--- config.mk ---
export PLATFORM = sky130hd
export DESIGN_NAME = bist_cycle_timer
export DESIGN_NICKNAME = d
export VERILOG_FILES = /design/src/rtl/bct_pkg.sv /design/src/rtl/bct_cycle_counter.sv /design/src/rtl/bct_mode_reg.sv /design/src/rtl/bct_tdo_sel.sv /design/src/rtl/bist_cycle_timer.sv
export SDC_FILE = /design/constraint.sdc
export NUM_CORES = 1
export LEC_CHECK = 0
export ABC_AREA = 1
export BUFFER_PORTS_ARGS = -buffer_cell sky130_fd_sc_hd__buf_4
export CORE_MARGIN = 4
export CORE_UTILIZATION = 35
export CTS_CLUSTER_SIZE = 30
export DETAILED_ROUTE_END_ITERATION = 10
export SYNTH_ARGS = -nofsm -noshare
export SYNTH_HDL_FRONTEND = slang
export SYNTH_HIERARCHICAL = 1
export SYNTH_SLANG_ARGS = --single-unit
--- constraint.sdc ---
create_clock -name tck -period 1.9 [get_ports tck]
set_input_delay 0.095 -clock tck [delete_from_list [all_inputs] [get_ports tck]]
set_output_delay 0.095 -clock tck [all_outputs]
set_load 0.05 [all_outputs]
--- src/rtl/bct_pkg.sv ---
package bct_pkg;
   typedef enum logic [1:0] {
      SRC_NONE = 2'd0,
      SRC_CNT  = 2'd1,
      SRC_MODE = 2'd2
   } tdo_src_e;

   function automatic tdo_src_e pick_src(input logic cnt_sel, input logic mode_sel);
      if (cnt_sel)       return SRC_CNT;
      else if (mode_sel) return SRC_MODE;
      else               return SRC_NONE;
   endfunction
endpackage

--- src/rtl/bct_cycle_counter.sv ---
module bct_cycle_counter #(
   parameter int CNT_W = 32
) (
   input  logic             clk,
   input  logic             rst_n,
   input  logic             clr,
   input  logic             shift_en,
   input  logic             upd_en,
   input  logic             tdi,
   input  logic             run_ok,
   input  logic             tick,
   input  logic             en_set,
   input  logic             en_clr,
   output logic [CNT_W-1:0] cnt_q,
   output logic             en_q,
   output logic             done_q,
   output logic             ser_out
);
   localparam logic [CNT_W-1:0] ONE  = CNT_W'(1);
   localparam logic [CNT_W-1:0] ZERO = '0;

   if (CNT_W < 2) begin : g_bad_width
      $error("bct_cycle_counter: CNT_W must be at least 2");
   end

   logic [CNT_W-1:0] shifted;
   logic             nonzero;
   logic             dec;

   for (genvar i = 0; i < CNT_W; i++) begin : g_shift
      if (i == CNT_W - 1) begin : g_top
         assign shifted[i] = tdi;
      end else begin : g_mid
         assign shifted[i] = cnt_q[i+1];
      end
   end

   assign nonzero = (cnt_q != ZERO);
   assign dec     = en_q && run_ok && tick && nonzero && !shift_en;
   assign ser_out = cnt_q[0];

   always_ff @(posedge clk or negedge rst_n) begin
      if (!rst_n) begin
         cnt_q  <= ZERO;
         en_q   <= 1'b0;
         done_q <= 1'b0;
      end else if (clr) begin
         cnt_q  <= ZERO;
         en_q   <= 1'b0;
         done_q <= 1'b0;
      end else begin
         if (en_clr)      en_q <= 1'b0;
         else if (en_set) en_q <= 1'b1;

         if (shift_en) cnt_q <= shifted;
         else if (dec) cnt_q <= cnt_q - ONE;

         if (upd_en && nonzero)         done_q <= 1'b0;
         else if (dec && cnt_q == ONE)  done_q <= 1'b1;
      end
   end
endmodule

--- src/rtl/bct_mode_reg.sv ---
module bct_mode_reg #(
   parameter int              MODE_W   = 8,
   parameter logic [MODE_W-1:0] MODE_RST = 'h01
) (
   input  logic              clk,
   input  logic              rst_n,
   input  logic              clr,
   input  logic              sel,
   input  logic              shift,
   input  logic              idle,
   input  logic              upd,
   input  logic              tdi,
   input  logic              done,
   output logic [MODE_W-1:0] mode_o,
   output logic              ser_out
);
   localparam int STORE_W  = MODE_W - 1;
   localparam int DONE_POS = MODE_W - 1;

   if (MODE_W < 2) begin : g_bad_width
      $error("bct_mode_reg: MODE_W must be at least 2");
   end
   if (MODE_RST[DONE_POS] != 1'b0) begin : g_bad_rst
      $error("bct_mode_reg: reset value must leave the done bit clear");
   end

   logic [STORE_W-1:0] store_q;
   logic [MODE_W-1:0]  snap_q;
   logic [MODE_W-1:0]  par;

   for (genvar i = 0; i < MODE_W; i++) begin : g_par
      if (i == DONE_POS) begin : g_status
         assign par[i] = done;
      end else begin : g_plain
         assign par[i] = store_q[i];
      end
   end

   assign mode_o  = par;
   assign ser_out = snap_q[0];

   always_ff @(posedge clk or negedge rst_n) begin
      if (!rst_n) begin
         store_q <= MODE_RST[STORE_W-1:0];
         snap_q  <= MODE_RST;
      end else if (clr) begin
         store_q <= MODE_RST[STORE_W-1:0];
         snap_q  <= MODE_RST;
      end else begin
         if (sel && shift)        snap_q <= {tdi, snap_q[MODE_W-1:1]};
         else if (!sel || idle)   snap_q <= par;

         if (sel && upd && !shift) store_q <= snap_q[STORE_W-1:0];
      end
   end
endmodule

--- src/rtl/bct_tdo_sel.sv ---
module bct_tdo_sel
   import bct_pkg::*;
(
   input  logic cnt_sel,
   input  logic mode_sel,
   input  logic cnt_bit,
   input  logic mode_bit,
   output logic tdo
);
   tdo_src_e src;

   always_comb begin
      src = pick_src(cnt_sel, mode_sel);
      unique case (src)
         SRC_CNT:  tdo = cnt_bit;
         SRC_MODE: tdo = mode_bit;
         default:  tdo = 1'b0;
      endcase
   end
endmodule

--- src/rtl/bist_cycle_timer.sv ---
module bist_cycle_timer #(
   parameter int                CNT_W    = 32,
   parameter int                MODE_W   = 8,
   parameter logic [MODE_W-1:0] MODE_RST = 'h01
) (
   input  logic              tck,
   input  logic              trst_n,
   input  logic              st_tlr,
   input  logic              st_rti,
   input  logic              st_shift_dr,
   input  logic              st_update_dr,
   input  logic              op_cnt_on,
   input  logic              op_cnt_off,
   input  logic              op_cnt_sel,
   input  logic              op_mode_sel,
   input  logic              tdi,
   input  logic              lt_pulse,
   output logic              tdo,
   output logic              done,
   output logic [MODE_W-1:0] mode_reg
);
   logic [CNT_W-1:0] cnt_q;
   logic             en_q;
   logic             cnt_bit;
   logic             mode_bit;
   logic             mode_sel_eff;

   assign mode_sel_eff = op_mode_sel && !op_cnt_sel;

   bct_cycle_counter #(.CNT_W(CNT_W)) u_cnt (
      .clk      (tck),
      .rst_n    (trst_n),
      .clr      (st_tlr),
      .shift_en (op_cnt_sel && st_shift_dr),
      .upd_en   (op_cnt_sel && st_update_dr),
      .tdi      (tdi),
      .run_ok   (st_rti),
      .tick     (lt_pulse),
      .en_set   (op_cnt_on),
      .en_clr   (op_cnt_off),
      .cnt_q    (cnt_q),
      .en_q     (en_q),
      .done_q   (done),
      .ser_out  (cnt_bit)
   );

   bct_mode_reg #(.MODE_W(MODE_W), .MODE_RST(MODE_RST)) u_mode (
      .clk     (tck),
      .rst_n   (trst_n),
      .clr     (st_tlr),
      .sel     (mode_sel_eff),
      .shift   (st_shift_dr),
      .idle    (st_rti),
      .upd     (st_update_dr),
      .tdi     (tdi),
      .done    (done),
      .mode_o  (mode_reg),
      .ser_out (mode_bit)
   );

   bct_tdo_sel u_tdo (
      .cnt_sel  (op_cnt_sel),
      .mode_sel (op_mode_sel),
      .cnt_bit  (cnt_bit),
      .mode_bit (mode_bit),
      .tdo      (tdo)
   );
endmodule

==> impl_results.md <==
* Total number of vias at roughly 3.5k
* Post-route DRC at 0
* Core ar. at 9820 um^2
* Root Buffer: clkbuf_8
* Final hold violation count at 0
* Worst r2r dst: u_cnt/cnt_q[11]
* Clk Latency, worst-skew pair at between 0.3 and 0.4 ns
* Fin area at between 4000 and 5000 um^2
* Pwr dens at ~860 nW/um^2
* Pre-CTS worst setup slack at -0.00375 ns
* Syn Nets at approximately 550
* Initial antenna violation count at 0
* Met1 Track Usage GR at between 20 and 25%
* Met3 Use GR at under 10%
* Post-placement cell area at approximately 3900 um^2
* WP data required at 2.15 ns
* FF-to-FF path depth at 9
* TritonCTS clock tree: yes
* Post-route insts no fill at about 710
* Global Route Usage Sum at approximately 17%
* Final ANT Viol Nets at 0
* Critical Path Start Type: flip-flop
* Syn_area_per_cell at 6.57 um^2
* Total gr overflow at 0
* Worst min path class: in2reg
* Worst R2R Setup Slack at roughly 0.11 ns
* Post-layout net count at about 600
* Post-DP HPWL at 7.07 mm
* DIE AREA at 11,800 um^2
* Worst Max-Slew Pin Slew at 0.649 ns
* CP arrival at between 2 and 2.5 ns
* Max_slew headroom at around 57%
* Clock sinks at 49
* # diodes at 0
* HP Start: op_cnt_on
* RSZ-0062 raised after global routing: yes
* Yosys warns at 6
* Chip width at between 100 and 150 um
* Skew final at approximately 0.0058 ns
* Setup CP Type: reg2reg
* Max-cap violations at 0
* Post-Route WL at ~9.7 mm
* Final WS setup at between 0.1 and 0.15 ns
* Detailed Routing Iterations Pass 1 at 5
* Largest net degree at the start of global routing at 50
* Top Ports at 22
* Most Crowded Layer GR: met2
* Fin crit period at 1.79 ns
* Mapped cell area at approximately 3500 um^2
* Period utilisation layout at between 90% and 100%
* CTS clk-pin slew, worst paths at about 0.10 ns
* Share of post-route cells with drive strength above 1 at between 10% and 20%
* Row cnt at 36
* Outcome: finished clean
* CTS Buffer Depth at 2
* Final setup vio count at 0
* PortBufs at 21
* Worst hold path depth at 3
* Max Slew Vio Count at 0
* Number of global-route vias before repair at between 3k and 4k
* DIE HEIGHT at roughly 110 um
* First-pass GRT wire length at 16.4 mm
* Crit path capture type: flip-flop
* Worst-case vdd ir drop at 0.322 mV
* Hold endpoint: u_cnt/en_q
* DR WL/cell at about 14 um
* Placed Cells at 697
* Cells after Synth at between 500 and 600
* Worst-path fanout max at 5
* Fmax at roughly 0.56 GHz
* DR iter-0 viols at about 310
* Grt met2 use at between 20 and 30%
* Initial Util at between 30% and 40%
* R2R Path Start: u_cnt/cnt_q[2]
* Number of H-tree levels at 2
* Placer Congestion at 0.875
* Area growth from synthesis to layout at 16.0%
* CTS buffer count at 5
* Setup TNS at 0 ns
* Leakage at roughly 2.2 nW
* Vias per std cell at 5.01
* WHS at between 0.05 and 0.06 ns
==> critical path, cell delays in order (launching register included) <==
cell	delay [ns]
dfrtp_1	0.46
nor2_2	0.19
nand2_1	0.15
nor3_1	0.37
buf_4	0.18
nor2_1	0.03
nand3b_1	0.16
nand2_1	0.08
nand2_1	0.04
nand2_1	0.05
==> placed cells by master, fill, tap and decap left out, types with 2 or more instances in the layout <==
master         count
nor3_1             4
dfrtp_1           44
dlygate4sd3_1      2
xor2_1             2
dfrtp_2            3
nand2_1          186
o22ai_1            7
inv_2              4
buf_4             40
nor2_2            12
nand3_2            7
or2_2              2
clkbuf_8           6
nor2_4             6
o21bai_1           7
nand2_4            2
dfstp_2            2
nand2_2            7
o21ai_0           28
nand3_1           60
inv_1             42
a21oi_1            7
o21ai_1            2
nor2_1            67
nand4_1            9
nand3b_1           2
==> registers in the layout, summed over array words and instances, names as in the netlist <==
| signal | count |
|---|---|
| u_mode/snap_q | 8 |
| u_cnt/en_q | 1 |
| u_mode/store_q | 7 |
| u_cnt/cnt_q | 32 |
| u_cnt/done_q | 1 |
==> what timing repair did <==
item | CTS | global route
buffers inserted | 0 | 1
endpoints found under the setup margin | 14 | 32
resized for setup | 1 | 21
hold buffers | 2 | 0
hold endpoints to repair | 48 | 0
pin swaps | 0 | 2
==> metal layers <==
layer | share of wire, % | up-vias
met2 | 46 | 113
li1 | - | 1793
met5 | 0 | -
met1 | 47 | 1625
met3 | 5.1 | 18
met4 | 1.9 | 0
==> through the flow <==
| stage | power (mW) | util, % |
|---|---|---|
| finish | 3.54 | 41.9 |
| global route | 3.84 | 41.9 |
| CTS | 3.51 | 41.3 |
| detailed placement | 2.68 | 39.8 |
| global placement | 2.67 | 39.8 |
| floorplan | 2.25 | - |
==> cell type report <==
cell class	count	area, um^2
clock inverters	2	37.5
clock buffers	6	82.6
fillers	1064	5710
repair buffers	43	332
multi-input cells	427	2080
flip-flops and latches	49	1230
well taps	133	166
inverters	48	183
==> worst max-delay path by stage <==
stage / from / to / slack (ns) / depth (start not counted)
floorplan: u_cnt/cnt_q[0] / u_cnt/cnt_q[15] / 0.11 / 12
global placement: u_cnt/cnt_q[10] / u_cnt/cnt_q[5] / 0.04 / 8
detailed placement: u_cnt/cnt_q[0] / u_cnt/cnt_q[5] / -0.004 / 9
CTS: u_cnt/cnt_q[0] / u_cnt/cnt_q[30] / 0.03 / 10
global route: u_cnt/cnt_q[16] / u_cnt/cnt_q[28] / -0.02 / 9
finish: u_cnt/cnt_q[2] / u_cnt/cnt_q[11] / 0.11 / 9
==> power breakdown <==
| group | switching, mW | internal, mW |
|---|---|---|
| Combinational | 0.995 | 0.531 |
| Sequential | 0.0942 | 1.11 |
| Clock | 0.380 | 0.429 |
| Total | 1.47 | 2.07 |
Power figures use the tool's default switching activity.
